$ cat src/rtl/irq_src_pkg.sv
package irq_src_pkg;

   typedef enum logic [0:0] {
      IRQ_OUT_REGISTERED = 1'b0,
      IRQ_OUT_COMBINED   = 1'b1
   } irq_out_style_e;

   localparam int unsigned MAX_SRC = 32;

endpackage

$ cat src/rtl/irq_src_enable.sv
module irq_src_enable #(
   parameter int unsigned       N_SRC      = 8,
   parameter logic [N_SRC-1:0]  VALID_MASK = '1
) (
   input  logic             clk,
   input  logic             rst_n,
   input  logic             we,
   input  logic [N_SRC-1:0] wdata,
   output logic [N_SRC-1:0] en_q,
   output logic [N_SRC-1:0] kill
);

   always_ff @(posedge clk or negedge rst_n) begin
      if (!rst_n)
         en_q <= '0;
      else if (we)
         en_q <= wdata & VALID_MASK;
   end

   // a write drops the latched state of every bit written low
   always_comb kill = we ? ~wdata : '0;

endmodule

$ cat src/rtl/irq_src_latch.sv
module irq_src_latch #(
   parameter bit IS_VALID = 1'b1
) (
   input  logic clk,
   input  logic rst_n,
   input  logic pulse,
   input  logic en,
   input  logic kill,
   output logic st_q
);

   generate
      if (IS_VALID) begin : g_live
         logic st_d;
         always_comb begin
            st_d = st_q;
            if (pulse && en)
               st_d = 1'b1;
            if (kill)
               st_d = 1'b0;
         end
         always_ff @(posedge clk or negedge rst_n) begin
            if (!rst_n)
               st_q <= 1'b0;
            else
               st_q <= st_d;
         end
      end else begin : g_tied
         assign st_q = 1'b0;
      end
   endgenerate

endmodule

$ cat src/rtl/irq_src_merge.sv
module irq_src_merge #(
   parameter int unsigned                   N_SRC = 8,
   parameter irq_src_pkg::irq_out_style_e   STYLE = irq_src_pkg::IRQ_OUT_REGISTERED
) (
   input  logic             clk,
   input  logic             rst_n,
   input  logic [N_SRC-1:0] st,
   output logic             irq
);

   logic any_set;
   always_comb any_set = |st;

   generate
      if (STYLE == irq_src_pkg::IRQ_OUT_REGISTERED) begin : g_reg
         always_ff @(posedge clk or negedge rst_n) begin
            if (!rst_n)
               irq <= 1'b0;
            else
               irq <= any_set;
         end
      end else begin : g_comb
         assign irq = any_set;
      end
   endgenerate

endmodule

$ cat src/rtl/irq_src_gate.sv
module irq_src_gate #(
   parameter int unsigned                  N_SRC      = 8,
   parameter logic [N_SRC-1:0]             VALID_MASK = 8'hDF,
   parameter irq_src_pkg::irq_out_style_e  IRQ_STYLE  = irq_src_pkg::IRQ_OUT_REGISTERED
) (
   input  logic             clk,
   input  logic             rst_n,
   input  logic [N_SRC-1:0] src_pulse,
   input  logic             cfg_we,
   input  logic [N_SRC-1:0] cfg_wdata,
   output logic [N_SRC-1:0] status_rd,
   output logic             irq
);

   localparam int unsigned LIVE_CNT = $countones(VALID_MASK);

   generate
      if (N_SRC < 1 || N_SRC > irq_src_pkg::MAX_SRC) begin : g_bad_width
         $error("irq_src_gate: N_SRC out of range");
      end
      if (LIVE_CNT == 0) begin : g_no_valid
         $error("irq_src_gate: VALID_MASK selects no source");
      end
   endgenerate

   logic [N_SRC-1:0] en_q;
   logic [N_SRC-1:0] kill;
   logic [N_SRC-1:0] st_q;

   irq_src_enable #(
      .N_SRC      (N_SRC),
      .VALID_MASK (VALID_MASK)
   ) u_enable (
      .clk   (clk),
      .rst_n (rst_n),
      .we    (cfg_we),
      .wdata (cfg_wdata),
      .en_q  (en_q),
      .kill  (kill)
   );

   generate
      for (genvar i = 0; i < N_SRC; i++) begin : g_bit
         irq_src_latch #(
            .IS_VALID (VALID_MASK[i])
         ) u_latch (
            .clk   (clk),
            .rst_n (rst_n),
            .pulse (src_pulse[i]),
            .en    (en_q[i]),
            .kill  (kill[i]),
            .st_q  (st_q[i])
         );
      end
   endgenerate

   assign status_rd = st_q;

   irq_src_merge #(
      .N_SRC (N_SRC),
      .STYLE (IRQ_STYLE)
   ) u_merge (
      .clk   (clk),
      .rst_n (rst_n),
      .st    (st_q),
      .irq   (irq)
   );

endmodule

$ cat config.mk
export PLATFORM = sky130hd
export DESIGN_NAME = irq_src_gate
export DESIGN_NICKNAME = d
export VERILOG_FILES = /design/src/rtl/irq_src_pkg.sv /design/src/rtl/irq_src_enable.sv /design/src/rtl/irq_src_latch.sv /design/src/rtl/irq_src_merge.sv /design/src/rtl/irq_src_gate.sv
export SDC_FILE = /design/constraint.sdc
export NUM_CORES = 1
export LEC_CHECK = 0
export ABC_AREA = 1
export BUFFER_PORTS_ARGS = -buffer_cell sky130_fd_sc_hd__buf_4
export CORE_MARGIN = 2
export CORE_UTILIZATION = 49
export CTS_CLUSTER_SIZE = 24
export DETAILED_ROUTE_END_ITERATION = 7
export PLACE_DENSITY = 0.8
export SYNTH_ARGS = -nofsm -noshare
export SYNTH_HDL_FRONTEND = slang
export SYNTH_SLANG_ARGS = --single-unit
$ cat constraint.sdc
create_clock -name clk -period 1.96 [get_ports clk]
set_input_delay 0.098 -clock clk [delete_from_list [all_inputs] [get_ports clk]]
set_output_delay 0.098 -clock clk [all_outputs]
set_load 0.01 [all_outputs]
# After elaboration in Yosys (flattened, before gate mapping)
# Cells that the tools add are included.
# classes
n_mux,15
bitwise_logic,1
n_reduce_logical,15
# ops
operator,n
2-to-1 mux 1 bit,14
nonzero test 2 bit,7
2-to-1 mux 8 bit,1
NOT 8 bit,1
logical AND 1 bit,7
OR reduction 7 bit,1
# totals
reg_bits,15
out_inout_bits,9
wordCells,40

# Depth between registers and ports, before layout
# Gate-level depths: netlist (run 1).
# depth
ltp_word,3
ltp_mapped,4
depth_no_buf,4

# Hierarchy
# From an unflattened synthesis (run 1), not the netlist that was laid out.
# unflattened
hier_cells,87
area_unflattened_um2,708.2
# by_module_without_submodules
mod,instances,cells_per_inst,area_each_um2,seq_area_each_um2
irq_src_enable,1,41,326.6,175.2
irq_src_latch at g_bit[0].u_latch ...,7,4,41.3,25.0
irq_src_merge,1,16,81.3,25.0
irq_src_latch at g_bit[5].u_latch,1,2,11.3,0.0

# Worst setup path after synthesis (run 1)
# OpenSTA, ideal clock, no wires.
# synth_path
path_type,reg-to-reg
start,reg g_bit[0].u_latch.st_q
end,reg u_merge.irq
setup_time_ps,119
t_arrival_ps,586
path_slack_ps,1255
path_stages_with_launch,5
path_buffers,0
path_cell_list,dfrtp_1 -> inv_1 -> nand2_1 -> nor2_1 -> nand2_1
# synth_between
elab_chain_cells,1
# synth_lines
element,line,text
from (decl),irq_src_latch.sv:9,output logic st_q
from (signal assigned),irq_src_latch.sv:26,st_q <= st_d;
OR reduction 7 bit,irq_src_merge.sv:12,always_comb any_set = |st;
net u_merge.any_set,irq_src_merge.sv:11,logic any_set;
to (signal assigned),irq_src_merge.sv:20,irq <= any_set;
to (decl),irq_src_merge.sv:8,output logic irq
# The timed path passes the listed nets, and every way through them passes these cells.
# A chain may end at the register's enable or synchronous reset.

# Final worst setup path (run 1)
# layout_path
start,reg g_bit[7].u_latch.st_q
end,out status_rd[7]
# layout_rtl
element,line,text
from (decl),irq_src_latch.sv:9,
from (signal assigned),irq_src_latch.sv:26,
to (decl),irq_src_gate.sv:11,"output logic [N_SRC-1:0] status_rd,"
# No word-level cell between the ends.

==> flow_summary_export.csv, run 1 <==
group,metric,value,unit
critical_path,crit_path_end_kind,"primary output",
run_status,outcome,"finished, final reports clean",
clock_tree,cts_root_buffer,"clkbuf_4",
critical_path,critPathKind,"reg -> out",
placement,gp_congestion,0.693,
critical_path,reg2reg_depth,4,
routing,drtIter0Drc,1,
logic_synthesis,netlist_instances,87,
critical_path,crit_required,1860,ps
global_route,grt_usage,14.6,%
routing,dr_wl_met3,46,µm
power_and_ir_drop,p_leak,0.526,nW
logic_synthesis,synth_cell_types,9,
sta,hold_ws,102,ps
cells_and_area,finalInstanceArea,881,µm²
clock_tree,clk_pin_slew,90,ps
clock_tree,cts_setup_buffers,0,
sta,rsz0062_at_grt,"false",
critical_path,r2r_slack,1200,ps
clock_tree,clockBufferDepth,2,
clock_tree,post_cts_resized,0,
logic_synthesis,synth.avg_cell_area,8.24,µm²
critical_path,r2r_end,"u_merge.irq",
cells_and_area,fin_nets,127,
clock_tree,cts_tree,"yes",
power_and_ir_drop,total_power,0.665,mW
global_route,grt_overflow,0,
sta,final.setup.worst_slack,1040,ps
logic_synthesis,ys_ff_latch,15,
critical_path,cp.depth,1,
logic_synthesis,synth_nets,106,
floorplanning,fp.dieW,42.3,µm
global_route,grt_antenna_before_repair,0,
routing,vias,513,
clock_tree,numClockSinks,15,
floorplanning,placeableCoreArea,0.00133,mm²
critical_path,critPathSlowestCell,"dfrtp_1",
critical_path,path_cells,"buf_4",
placement,placed_area,845,µm²
run,max-cap-violations,0,
logic_synthesis,synthesis.area,717,µm²
clock_tree,cts_made_buffers,3,
sta,clock_skew,4.76,ps
floorplanning,io_pins,28,
critical_path,critPathLaunchType,"flip-flop",
power_and_ir_drop,power_density,755,mW/mm²
global_route,grt_max_degree,16,
global_route,grt_pass1_vias,508,
floorplanning,dieHeight,42.3,µm
cells_and_area,utilization,66.0,%
critical_path,crit_fanout,3,
sta,setup_viol,0,
logic_synthesis,ys_seq_area_share,52.4,%
logic_synthesis,yosysWarningCount,0,
floorplanning,start_util,53.8,%
critical_path,path_delay_family,"flip-flops",
clock_tree,worstSkewPairLatency,270,ps
floorplanning,dieArea,0.00179,mm²
sta,finalHoldViolations,0,
sta,min_period,919,ps
sta,maxSlewViolCount,0,
sta,fmaxAchievable,1090,MHz
placement,dp.cells,117,
routing,wire_per_inst,9.07,µm
routing,top_layer,"met4",
routing,route.detailed.drc,0,
cells_and_area,fillers,114,
cells_and_area,syn_to_final_growth,22.9,%
cells_and_area,stdcell_count,122,
worst_hold_path,hold_end,"g_bit[1].u_latch.st_q",
worst_hold_path,hold_path.class,"in -> reg",
critical_path,cpPeakStageDelay,400,ps
cells_and_area,multi_input_area,191,µm²
cells_and_area,drive_above_1_share,28.0,%
placement,dp_slack,1210,ps
critical_path,crit_buf_inv,1,
worst_hold_path,hold_start,"src_pulse[1]",
cells_and_area,seqCellArea,375,µm²
sta,tns,0,ps
power_and_ir_drop,peakVddDrop,0.475,mV
routing,drtAntennaViolNets,0,
clock_tree,htreeDepth,1,
critical_path,worstPathArrival,820,ps
sta,period_share,46.9,%
cells_and_area,diodes,0,
routing,avgViaCountPerCell,4.20,
worst_hold_path,hold_depth,5,
critical_path,r2r_start,"g_bit[0].u_latch.st_q",
routing,wl_met1,510,µm
floorplanning,rows,13,
routing,firstDrtPassIters,2,
routing,dr_wl_met2,538,µm
routing,wl,1110,µm
global_route,grt_pass1_wl,2000,µm
placement,numPortBuffers,24,
placement,dp_hpwl,864,µm
## what timing repair did
| action | CTS | global route |
|---|---|---|
| hold buffers | 1 | 0 |
| endpoints found under the setup margin | 0 | 0 |
| hold endpoints to repair | 15 | 0 |
## worst max-delay path by stage
| stage | start | endpoint | slack, ps |
|---|---|---|---|
| 3_3_place_gp | g_bit[0].u_latch.st_q | u_merge.irq | 1210 |
| 3_5_place_dp | g_bit[0].u_latch.st_q | u_merge.irq | 1210 |
| 5_1_grt | g_bit[7].u_latch.st_q | status_rd[7] | 1010 |
| 2_1_floorplan | g_bit[0].u_latch.st_q | u_merge.irq | 1260 |
| 4_1_cts | g_bit[7].u_latch.st_q | status_rd[7] | 1030 |
| 6_report | g_bit[7].u_latch.st_q | status_rd[7] | 1040 |
## report_power, final
part	leakage (nW)	switching [mW]	internal (mW)
registers	0.169	0.0167	0.341
clock network	0.0150	0.0895	0.0787
logic	0.341	0.0669	0.0718
total	0.526	0.173	0.492
## metal layers
metal	up-vias	GRT usage, %
met2	10	24.9
met4	0	7.50
li1	278	-
met1	223	17.3
met5	-	0
met3	2	2.59
## sequential cells by signal (all words and copies together), names as in the netlist
name / flops
g_bit.u_latch.st_q: 7
u_enable.en_q: 7
u_merge.irq: 1
## placed cells by master, fill, tap and decap left out
cell	instances
buf_4	24
clkbuf_1	1
clkbuf_4	3
conb_1	1
dfrtp_1	15
dlygate4sd3_1	1
inv_1	21
nand2_1	29
nand2_2	3
nor2_1	2
o21a_1	7
## layout make-up
type | instances | share of cell area, %
Sequential cell | 15 | 42.6
Multi-Input combinational cell | 42 | 21.7
Clock buffer | 4 | 2.98
Inverter | 21 | 8.95
Tap cell | 15 | 2.13
Timing Repair Buffer | 25 | 21.6
## synth_stat cells
library cell / instances / area (µm²)
nand2_2: 3 / 18.8
buf_4: 8 / 60.1
inv_1: 21 / 78.8
buf_6: 1 / 11.3
dfrtp_1: 15 / 375
o21a_1: 7 / 52.6
nand2_1: 29 / 109
conb_1: 1 / 3.75
nor2_1: 2 / 7.51
## kinds of logic after synthesis
logic type             count (synthesis)  synth area share [%]
AO/OA/AOI/OAI                          7                  7.33
buffers and inverters                 30                  20.9
flip-flops                            15                  52.4
other                                  1                 0.523
AND/OR/NAND/NOR                       34                  18.8
(Power assumes the default switching activity.)
==> run 2, diff against run 1 <==
--- a/config.mk
+++ b/config.mk
@@ -8,10 +8,10 @@
 export ABC_AREA = 1
 export BUFFER_PORTS_ARGS = -buffer_cell sky130_fd_sc_hd__buf_4
 export CORE_MARGIN = 2
-export CORE_UTILIZATION = 49
+export CORE_UTILIZATION = 41
 export CTS_CLUSTER_SIZE = 24
 export DETAILED_ROUTE_END_ITERATION = 7
-export PLACE_DENSITY = 0.8
+export PLACE_DENSITY = 0.72
 export SYNTH_ARGS = -nofsm -noshare
 export SYNTH_HDL_FRONTEND = slang
 export SYNTH_SLANG_ARGS = --single-unit
==> constraint.sdc (replaced) <==
create_clock -name clk -period 0.8 [get_ports clk]
set_input_delay 0.04 -clock clk [delete_from_list [all_inputs] [get_ports clk]]
set_output_delay 0.04 -clock clk [all_outputs]
set_load 0.01 [all_outputs]
==> flow_summary_export.csv, run 2 (same netlist as run 1, synthesis figures left out) <==
group,metric,value,unit
run_status,outcome,"complete, but fails checks",
run_status,violations,"negative setup slack",
critical_path,cpPeakStageDelay,400,ps
power_and_ir_drop,clockPowerShare,25.0,%
clock_tree,worstSkewPairLatency,280,ps
cells_and_area,final_common_cell,"nand2_1",
critical_path,critPathSlowestCell,"dfrtp_1",
sta,rsz0062_at_grt,"true",
sta,hold_ws,33.5,ps
placement,gp_congestion,0.707,
routing,vias,530,
critical_path,crit_fanout,2,
routing,avgViaCountPerCell,4.24,
sta,period_share,106,%
critical_path,crit_buf_inv,1,
sta,fmaxAchievable,1180,MHz
placement,dp.cells,119,
power_and_ir_drop,total_power,1.69,mW
critical_path,crit_path_end_kind,"primary output",
cells_and_area,stdcell_count,125,
clock_tree,cts_tree,"yes",
critical_path,crit_required,760,ps
floorplanning,start_util,42.4,%
power_and_ir_drop,peakVddDrop,0.825,mV
global_route,grt_pass1_vias,501,
cells_and_area,reg_top3,"g_bit.u_latch.st_q: 7 flops, u_enable.en_q: 7 flops, u_merge.irq: 1 flops",
power_and_ir_drop,p_leak,0.544,nW
power_and_ir_drop,seq_power_share,52.4,%
worst_hold_path,hold_path.class,"in -> reg",
floorplanning,rows,15,
sta,final.setup.worst_slack,-44.2,ps
cells_and_area,syn_to_final_growth,28.6,%
critical_path,critPathKind,"reg -> out",
sta,finalHoldViolations,0,
floorplanning,io_pins,28,
clock_tree,htreeDepth,1,
global_route,grt_antenna_before_repair,0,
routing,drtIter0Drc,3,
critical_path,critPathLaunchType,"flip-flop",
global_route,grt_max_degree,16,
critical_path,path_delay_family,"flip-flops",
sta,clock_skew,1.73,ps
clock_tree,numClockSinks,15,
clock_tree,clk_pin_slew,90,ps
power_and_ir_drop,power_frac_comb,22.6,%
floorplanning,placeableCoreArea,0.00169,mm²
sta,min_period,844,ps
placement,numPortBuffers,24,
sta,maxSlewViolCount,0,
routing,wire_per_inst,9.58,µm
cells_and_area,diodes,0,
sta,setup_viol,10,
run,max-cap-violations,0,
routing,firstDrtPassIters,4,
routing,route.detailed.drc,0,
power_and_ir_drop,intPower,1.23,mW
critical_path,path_cells,"buf_6",
routing,drtAntennaViolNets,0,
cells_and_area,fin_nets,128,
clock_tree,cts_root_buffer,"clkbuf_4",
global_route,grt_usage,14.4,%
cells_and_area,mostFrequentLayoutCells,"nand2_1 (29), inv_1 (21), buf_4 (17), dfrtp_1 (15), buf_6 (8)",
global_route,grt_pass1_wl,2040,µm
power_and_ir_drop,power.switching,0.455,mW
cells_and_area,fillers,168,
clock_tree,clockBufferDepth,2,
cells_and_area,drive_above_1_share,29.6,%
critical_path,worstPathArrival,800,ps
global_route,grt_overflow,0,
floorplanning,dieHeight,45.8,µm
placement,dp_hpwl,913,µm
floorplanning,dieArea,0.00210,mm²
routing,wl,1200,µm
power_and_ir_drop,power_density,1830,mW/mm²
floorplanning,fp.dieW,45.8,µm
power_and_ir_drop,netSwitchingFraction,26.9,%
clock_tree,cts_made_buffers,3,
## run 2: layer usage
layer | share of wire (%) | vias to the layer above | track usage, %
met2 | 49 | 15 | 22.0
met1 | 45 | 235 | 17.5
li1 | - | 278 | -
met5 | 0 | - | 0
met4 | 1.3 | 0 | 10.3
met3 | 4.3 | 2 | 3.57
## run 2: area by class of cell
class                      instances  area, µm²  area share [%]
sequential                        15        375            40.7
timing repair buffer              26        228            24.7
multi-input combinational         42        191            20.8
inverter                          21       78.8            8.55
clock buffer                       3       22.5            2.44
tap                               17       21.3            2.31
clock inverter                     1       5.00           0.543
## run 2: power groups by stage
| stage | clock, mW | sequential, mW | combinational (mW) |
|---|---|---|---|
| 2_1_floorplan | 0 | 0.884 | 0.244 |
| 3_3_place_gp | 0 | 0.891 | 0.335 |
| 3_5_place_dp | 0 | 0.894 | 0.345 |
| 4_1_cts | 0.440 | 0.886 | 0.388 |
| 5_1_grt | 0.491 | 0.894 | 0.432 |
| 6_report | 0.422 | 0.885 | 0.381 |
## run 2: final timing paths
check,from,endpoint,slack (ps),cells after the start
max reg2reg,g_bit[0].u_latch.st_q,u_merge.irq,-20,4
min reg2reg,u_enable.en_q[3],u_enable.en_q[3],480,1
max in group asynchronous,rst_n,u_enable.en_q[0],490,2
min in group asynchronous,rst_n,g_bit[0].u_latch.st_q,140,2
max,g_bit[7].u_latch.st_q,status_rd[7],-40,1
min,src_pulse[1],g_bit[1].u_latch.st_q,30,5
## run 2: stage by stage
step                      TNS [ps]  util (%)  cell area, µm²  worst slack [ps]
final                         -351      54.6             922             -44.2
after global routing          -798      54.6             922             -95.7
after CTS                     -454      54.6             922             -61.8
after detailed placement         0      50.1             847              11.3
after global placement           0      50.1             847              50.9
after floorplan                  0         -             717              95.3
## run 2: tightest hold or removal path: cells and delay by family
kind                   cells  cell delay [ps]
and+or+nand+nor            3              130
buffers and inverters      2              120
## run 2: repair_timing
| action | 4_1_cts | 5_1_grt |
|---|---|---|
| setup buffers | 1 | 0 |
| endpoints found under the hold margin | 15 | 0 |
| resized for setup | 8 | 0 |
| hold buffers | 1 | 0 |
| endpoints found under the setup margin | 8 | 10 |
